## src/rtl/cg_pkg.sv

```systemverilog
package cg_pkg;

    // Number format of the constant gain
    typedef enum logic [1:0] {
        GF_SINT  = 2'd0,
        GF_SFRAC = 2'd1,
        GF_UINT  = 2'd2
    } gain_fmt_e;

    // Fraction bits actually carried by the gain for a given format
    function automatic int frac_bits(gain_fmt_e fmt, int frac);
        return (fmt == GF_SFRAC) ? frac : 0;
    endfunction

endpackage

```

## src/rtl/cg_gain_quant.sv

```systemverilog
module cg_gain_quant
    import cg_pkg::*;
#(
    parameter gain_fmt_e FMT    = GF_SFRAC,
    parameter int        G_INT  = 2,
    parameter int        G_FRAC = 3,
    parameter real       VALUE  = 0.75,
    localparam int       F_EFF  = frac_bits(FMT, G_FRAC),
    localparam int       G_W    = G_INT + F_EFF
) (
    output logic [G_W-1:0] gain_o
);

    // Scale to an integer grid, round toward minus infinity, keep low bits
    localparam real         SCALED  = VALUE * (2.0 ** F_EFF);
    localparam longint      FLOORED = longint'($floor(SCALED));
    localparam logic [63:0] FL_BITS = 64'(FLOORED);

    assign gain_o = FL_BITS[G_W-1:0];

endmodule

```

## src/rtl/cg_mult.sv

```systemverilog
module cg_mult #(
    parameter int  X_W      = 5,
    parameter int  G_W      = 5,
    parameter bit  G_SIGNED = 1'b1,
    localparam int P_W      = X_W + G_W
) (
    input  logic [X_W-1:0] x,
    input  logic [G_W-1:0] g,
    output logic [P_W-1:0] p
);

    logic signed [P_W-1:0] x_ext;
    logic signed [P_W-1:0] g_ext;
    logic signed [P_W-1:0] prod;

    assign x_ext = signed'({{G_W{x[X_W-1]}}, x});

    generate
        if (G_SIGNED) begin : g_sgn
            assign g_ext = signed'({{X_W{g[G_W-1]}}, g});
        end else begin : g_uns
            assign g_ext = signed'({{X_W{1'b0}}, g});
        end
    endgenerate

    // The exact product always fits in X_W + G_W bits
    assign prod = x_ext * g_ext;
    assign p    = prod;

endmodule

```

## src/rtl/cg_phase_seq.sv

```systemverilog
module cg_phase_seq #(
    parameter int             LEN  = 4,
    parameter logic [LEN-1:0] MASK = 4'b0100,
    localparam int            CW   = (LEN > 1) ? $clog2(LEN) : 1
) (
    input  logic clk,
    input  logic rst,
    input  logic step,
    output logic load
);

    localparam logic [CW-1:0] LAST = CW'(LEN - 1);

    logic [CW-1:0] phase;

    // Phase position register: index 0 is phase 1
    always_ff @(posedge clk or posedge rst) begin
        if (rst) begin
            phase <= '0;
        end else if (step) begin
            phase <= (phase == LAST) ? '0 : phase + CW'(1);
        end
    end

    // Leftmost mask bit belongs to phase 1
    always_comb begin
        load = step & MASK[(LEN - 1) - int'(phase)];
    end

    a_r5_range: assert property (@(posedge clk) disable iff (rst)
        int'(phase) < LEN);

    a_r5_wrap: assert property (@(posedge clk) disable iff (rst)
        (step && phase == LAST) |=> (phase == '0));

    a_r7_idle_hold: assert property (@(posedge clk) disable iff (rst)
        !step |=> $stable(phase));

    a_r8_restart: assert property (@(posedge clk) disable iff (rst)
        $past(rst) |-> (phase == '0));

endmodule

```

## src/rtl/cg_pipe.sv

```systemverilog
module cg_pipe #(
    parameter int W      = 10,
    parameter int STAGES = 2
) (
    input  logic         clk,
    input  logic         rst,
    input  logic         load,
    input  logic [W-1:0] d,
    output logic [W-1:0] q
);

    logic [W-1:0] stg [STAGES];

    // All stages advance together on a load event
    always_ff @(posedge clk or posedge rst) begin
        if (rst) begin
            for (int i = 0; i < STAGES; i++) begin
                stg[i] <= '0;
            end
        end else if (load) begin
            stg[0] <= d;
            for (int i = 1; i < STAGES; i++) begin
                stg[i] <= stg[i-1];
            end
        end
    end

    assign q = stg[STAGES-1];

    a_r6_hold: assert property (@(posedge clk) disable iff (rst)
        !load |=> $stable(q));

    a_r9_entry: assert property (@(posedge clk) disable iff (rst)
        load |=> (stg[0] == $past(d)));

endmodule

```

## src/rtl/const_gain_scaler.sv

```systemverilog
module const_gain_scaler
    import cg_pkg::*;
#(
    parameter int                   IN_INT     = 3,
    parameter int                   IN_FRAC    = 2,
    parameter gain_fmt_e            GAIN_FMT   = GF_SFRAC,
    parameter int                   GAIN_INT   = 2,
    parameter int                   GAIN_FRAC  = 3,
    parameter real                  GAIN_VALUE = -1.3,
    parameter int                   STAGES     = 2,
    parameter int                   PHASE_LEN  = 4,
    parameter logic [PHASE_LEN-1:0] PHASE_MASK = 4'b0100,
    parameter bit                   USE_ENA    = 1'b1,
    parameter bit                   USE_ACLR   = 1'b1,
    localparam int                  IN_W       = IN_INT + IN_FRAC,
    localparam int                  GF_EFF     = frac_bits(GAIN_FMT, GAIN_FRAC),
    localparam int                  GAIN_W     = GAIN_INT + GF_EFF,
    localparam int                  OUT_W      = IN_W + GAIN_W
) (
    input  logic             clk,
    input  logic             aclr,
    input  logic             ena,
    input  logic [IN_W-1:0]  din,
    output logic [OUT_W-1:0] dout
);

    localparam bit GAIN_SIGNED = (GAIN_FMT != GF_UINT);

    logic [GAIN_W-1:0] gain;
    logic [OUT_W-1:0]  product;
    logic              step;
    logic              rst;

    assign step = USE_ENA  ? ena  : 1'b1;
    assign rst  = USE_ACLR ? aclr : 1'b0;

    cg_gain_quant #(
        .FMT    (GAIN_FMT),
        .G_INT  (GAIN_INT),
        .G_FRAC (GAIN_FRAC),
        .VALUE  (GAIN_VALUE)
    ) u_quant (
        .gain_o (gain)
    );

    cg_mult #(
        .X_W      (IN_W),
        .G_W      (GAIN_W),
        .G_SIGNED (GAIN_SIGNED)
    ) u_mult (
        .x (din),
        .g (gain),
        .p (product)
    );

    generate
        if (STAGES == 0) begin : g_comb
            logic unused_ctl;
            assign unused_ctl = ^{clk, step, rst};
            assign dout       = product;
        end else begin : g_reg
            logic load;

            cg_phase_seq #(
                .LEN  (PHASE_LEN),
                .MASK (PHASE_MASK)
            ) u_seq (
                .clk  (clk),
                .rst  (rst),
                .step (step),
                .load (load)
            );

            cg_pipe #(
                .W      (OUT_W),
                .STAGES (STAGES)
            ) u_pipe (
                .clk  (clk),
                .rst  (rst),
                .load (load),
                .d    (product),
                .q    (dout)
            );

            a_r7_gate: assert property (@(posedge clk) disable iff (rst)
                !step |-> !load);
        end
    endgenerate

endmodule

```

## config.mk

```make
export PLATFORM = sky130hd
export DESIGN_NAME = const_gain_scaler
export DESIGN_NICKNAME = d
export VERILOG_FILES = /design/src/rtl/cg_pkg.sv /design/src/rtl/cg_gain_quant.sv /design/src/rtl/cg_mult.sv /design/src/rtl/cg_phase_seq.sv /design/src/rtl/cg_pipe.sv /design/src/rtl/const_gain_scaler.sv
export SDC_FILE = /design/constraint.sdc
export NUM_CORES = 1
export LEC_CHECK = 0
export ABC_AREA = 1
export BUFFER_PORTS_ARGS = -buffer_cell sky130_fd_sc_hd__buf_4
export CAP_MARGIN = 20
export CORE_UTILIZATION = 52
export CTS_CLUSTER_SIZE = 8
export DETAILED_ROUTE_END_ITERATION = 8
export PLACE_DENSITY_LB_ADDON = 0.12
export SLEW_MARGIN = 30
export SYNTH_ARGS = -nofsm -noshare
export SYNTH_HDL_FRONTEND = slang
export SYNTH_SLANG_ARGS = --single-unit
export TNS_END_PERCENT = 50
```

## constraint.sdc

```tcl
create_clock -name clk -period 1.3 [get_ports clk]
set_clock_uncertainty 0.1 [all_clocks]
set_input_delay 0.195 -clock clk [delete_from_list [all_inputs] [get_ports clk]]
set_output_delay 0.195 -clock clk [all_outputs]
set_load 0.02 [all_outputs]
```

### Word-level counts from Yosys, hierarchy flattened

Index checks and enable logic that the tools add are counted.

| word-level totals | value |
|---|---|
| register bits after elaboration | 22 |
| bits in latches | 0 |
| RAM bits | 0 |
| bits in read-only memories | 0 |
| input bits | 8 |
| output and inout bits | 10 |
| logic and storage cells | 13 |
| memories | 0 |

| cells by class | value |
|---|---|
| $add $sub $neg | 2 |
| multipliers | 1 |
| divide/modulo/power cells | 0 |
| order comparisons | 1 |
| eq/ne operators | 1 |
| shifts and indexed selects | 0 |
| multiplexer cells | 4 |
| bitwise logic cells | 1 |
| reductions and logical operators | 0 |

Operators by type and width:

| operator | number |
|---|---|
| 32-bit by 4-bit < comparator with 1-bit output, second input constant | 1 |
| 5-bit by 5-bit multiplier with 10-bit output, second input constant | 1 |
| 2-bit by 2-bit subtractor with 3-bit output, first input constant | 1 |
| 2-bit by 1-bit adder with 2-bit output, second input constant | 1 |
| 1-bit binary-select mux with 2-bit select | 1 |
| 2-bit equality test, second input constant | 1 |
| 1-bit 2-to-1 mux | 2 |
| 2-bit 2-to-1 mux | 1 |
| 1-bit bitwise AND | 1 |

### Logic depth before layout (Yosys ltp)

| logic depth | value |
|---|---|
| depth in word-level cells | 5 |
| mapped depth | 16 |
| gate-level depth less buffers | 16 |

### Cells and area by module

From an unflattened synthesis, not the netlist that was laid out.

| unflattened totals | value |
|---|---|
| cells, all modules | 276 |
| area, all modules | 2060.7 sq um |

Modules (own cells, without submodules):

| module | instances | cells each | area an instance (sq um) | seq. area each (sq um) |
|---|---|---|---|---|
| cg_mult | 1 | 158 | 1048.5 | 0.0 |
| cg_pipe | 1 | 96 | 845.8 | 500.5 |
| cg_phase_seq | 1 | 15 | 121.4 | 50.0 |
| cg_gain_quant | 1 | 7 | 45.0 | 0.0 |

### Worst setup path after synthesis

Ideal clock, no wire load.

| timing path | value |
|---|---|
| path kind | input-to-reg |
| start point | input port din[1] |
| end point | register g_reg.u_pipe.stg[18] (netlist name) |
| library setup time | 0.126 ns |
| data arrival time | 2.443 ns |
| required time | 1.074 ns |
| slack | -1.369 ns |
| stages on the path | 14 |
| buffers on the path | 0 |
| cells stage by stage | inv_1 -> ha_1 -> fa_1 -> fa_1 -> inv_1 -> fa_1 -> inv_1 -> nand2_1 -> nand2_1 -> nand2_1 -> nand2_1 -> nand2_1 -> nand3_1 -> o21ai_0 |

| between the ends | value |
|---|---|
| longest elaborated chain between the ends | 1 |

Ends and longest elaborated chain:

| element | line | source |
|---|---|---|
| start, declared | const_gain_scaler.sv:23 | `input logic [IN_W-1:0] din,` |
| 5-bit by 5-bit multiplier with 10-bit output | cg_mult.sv:27 | `assign prod = x_ext * g_ext;` |
| end signal, assigned by index | cg_pipe.sv:23 | `stg[i] <= stg[i-1];` |
| end, declared | cg_pipe.sv:12 | `logic [W-1:0] stg [STAGES];` |

No other way between the ends.
A chain may end at the register's enable or synchronous reset.

### Final worst setup path

Ends and elaborated chain as after synthesis.

==> results.md <==
- Outcome: finished with violations
- Violated checks: setup timing
- Worst hold stages: 5
- Starting Density: 0.545
- Worst Path Max Fanout: 2
- Util after Layout: 0.683
- Drt wl/cell: 11.2 microns
- Final ANT Viol Nets: 0
- TritonCTS clock tree: built
- Die area: 3080 sq um
- Pwr Total: 0.00310 W
- First-pass GRT wire length: about 4.5 mm
- Final Cycle Share: 1.76
- Synth top area cells: dfrtp_1 37%, ha_1 17%, nand2_1 12%
- First-pass DRT Iterations: 4
- Worst Setup EP: g_reg.u_pipe.stg[18]
- Asr flop ratio synth: 1.00
- Setup violations, final: 6
- Yosys cell types: 22
- Synthesized flop and latch total: 22
- Drc violations: 0
- Nets: roughly 230
- Die X-Extent: approximately 56 microns
- Max-slew violation count: 0
- Total gr overflow: 0
- Pre-CTS WS: -1.37 ns
- Most frequent cells after synthesis: 47 x nand2_1, 28 x inv_1, 22 x dfrtp_1
- Predominant post-synthesis flop cell: dfrtp_1
- PwrDens: between 1500 and 2000 nW/um^2
- Worst-path clk slew: roughly 0.11 ns
- Slew at the pin with the worst max-slew slack: about 0.27 ns
- Final wirelength: between 2 and 3 mm
- Cell internal pwr: ~0.0018 W
- Rows: 19
- Layout fillers: 224
- Yosys warning count: 0
- Cells after Synth: roughly 170
- Multi-input gate area: around 800 sq um
- Drt initial violations: 27
- Final hold vios: 0
- Mapped Avg Cell Area: about 8.6 sq um
- Final instance area: ~1900 sq um
- Min-delay worst type: in2reg
- PnR worst setup slack: -0.990 ns
- Via density: between 4 and 5
- CTS buffer count: 3
- Core footprint: about 2700 sq um
- Buffers on Ports: 17
- Worst Reg-to-Reg Cells: 6
- Reg-to-reg setup timing slack: about 0.05 ns
- Switching share of power: 0.404
- Placed Area: roughly 1700 sq um
- FMAX: approximately 440 MHz
- Post-synth EDFFs: 0
- DR vias: roughly 1100
- Area share of the largest cell type after synthesis: 0.370
- Placed Instances: 224
- Min Clock Period, post-route: 2.29 ns
- Power share of the clock group: 0.092
- Peak supply drop: 0.00129 V
- Sequential area share after synthesis: 0.370
- CTS root buf: clkbuf_4
- Worst setup EP type: flop
- Reg2reg end: g_reg.u_pipe.stg[15]
- Post-Syn Area: about 1500 sq um
- Crit path launch type: primary input
- Die height: 55.5 microns
- Critical R2R Launch: g_reg.u_seq.phase[1]
- Final HPWL DP: 1.99 mm
- Initial antenna violation count: 0
- Worst slew margin: 0.819
- Share of layout cells above drive strength 1: 0.343
- GPL Wtd Cong: between 0.7 and 0.8
- FF+latch area: around 550 sq um
- Arrival time worst endpoint: between 2 and 2.5 ns
- Leak: ~0.99 nW
- Final Non-Filler Cells: 232
- Pin count of the biggest net entering global routing: 24
- Part of the power in combinational logic: 0.533
- CP Data Required Time: roughly 1.4 ns
- RSZ-0062 raised after global routing: yes
- Io pins: 18
- Vias in the first global route: 1087
- N_diodes: 0
- Crit path kind: in2reg
- P_sw: 0.00125 W
- Clock Path Buffers: 2
- Critical Path Source: din[1]
- Clk_lat worst skew: about 0.29 ns
- H-tree depth: 1
- Synthesized net count: between 200 and 250
- CTS Sinks: 22
- Syn-to-layout area delta: 25.5%
- Gr usage total: 0.181
- Largest area contributor in the netlist: dfrtp_1
- Max_cap viols: 0
- Count leader, synth: nand2_1
- Reg power frac: 0.375
==> sequential cells by signal, indices dropped and copies added, names as in the netlist <==
signal             cells
g_reg.u_seq.phase      2
g_reg.u_pipe.q        10
g_reg.u_pipe.stg      10
==> power groups by stage <==
stage               sequential (W)  clock [W]  combinational (W)
floorplan                  0.00113          0            0.00123
finish                     0.00116   0.000286            0.00165
global placement           0.00116          0            0.00147
CTS                        0.00116   0.000292            0.00161
global route               0.00120   0.000331            0.00183
detailed placement         0.00118          0            0.00152
==> what timing repair did <==
item                                   4_1_cts  5_1_grt
endpoints found under the hold margin       22        1
pin swaps                                    5        7
hold buffers                                 1        1
setup endpoints to repair                    6       11
resized for setup                           14        9
buffers inserted                             3        1
==> placed cells by master, fill, tap and decap left out, types with 2 or more instances in the layout <==
cell type      synthesis  layout
dfrtp_1               22      22
nand3b_1               2       2
nand3_1                5       3
inv_2                  2       6
o21ai_0                4       3
nand3_2                1       3
ha_4                   0       3
buf_12                 0       2
nor2_1                 3       3
o22ai_2                2       2
a21oi_2                0       2
xnor2_1                2       2
ha_1                  20      16
nand2_2                1       9
buf_6                  1       2
nand2_1               47      39
o21ai_1               12      12
inv_1                 28      23
buf_4                 10      31
dlygate4sd3_1          0       2
fa_1                   3       2
xor2_1                 2       2
clkbuf_4               0       3
==> final cells by class <==
class / count / area share
sequential: 22 / 0.295
timing repair buffer: 37 / 0.169
inverter: 31 / 0.0730
tap: 31 / 0.0208
multi-input combinational: 108 / 0.431
clock buffer: 3 / 0.0121
==> routing by layer <==
metal  up-vias  wire (microns)  track usage
met1       531            1160        0.226
met2        19            1380        0.327
met5         -               0            0
met3         4              38       0.0211
met4         0              25       0.0536
li1        587               -            -
==> logic make-up (layout without fill, tap and decap cells) <==
family / Yosys count / after routing / share of synthesized area
and+or+nand+nor: 60 / 60 / 0.171
buffers and inverters: 44 / 71 / 0.146
adders and majority gates: 23 / 23 / 0.208
DFF: 22 / 22 / 0.370
AOI/OAI and AO/OA: 21 / 21 / 0.0807
xor gates and xnor gates: 4 / 4 / 0.0235
==> worst max-delay path: stages <==
cell	delay (ns)
buf_12	0.11
inv_12	0.04
ha_4	0.19
fa_1	0.47
fa_1	0.53
inv_2	0.05
fa_2	0.33
inv_2	0.07
nand2_2	0.06
nand2_2	0.07
nand2_2	0.05
nand2_2	0.05
nand2_1	0.04
nand3_1	0.06
o21ai_1	0.06
==> stage by stage <==
| stage | hold slack, ns | TNS (ns) |
|---|---|---|
| after global routing | 0.210 | -4.97 |
| after detailed placement | 0.147 | -6.92 |
| final | 0.218 | -4.73 |
| after CTS | 0.0123 | -4.76 |
| after global placement | 0.146 | -6.55 |
| after floorplan | 0.0842 | -5.26 |
==> worst min-delay path by stage <==
stage / from / to / slack [ns]
2_1_floorplan: aclr / g_reg.u_pipe.q[0] / 0.08
3_5_place_dp: aclr / g_reg.u_pipe.q[9] / 0.15
3_3_place_gp: aclr / g_reg.u_pipe.q[9] / 0.15
6_report: din[1] / g_reg.u_pipe.stg[11] / 0.22
4_1_cts: ena / g_reg.u_seq.phase[0] / 0.01
5_1_grt: din[1] / g_reg.u_pipe.stg[11] / 0.21
(Power assumes the default switching activity.)
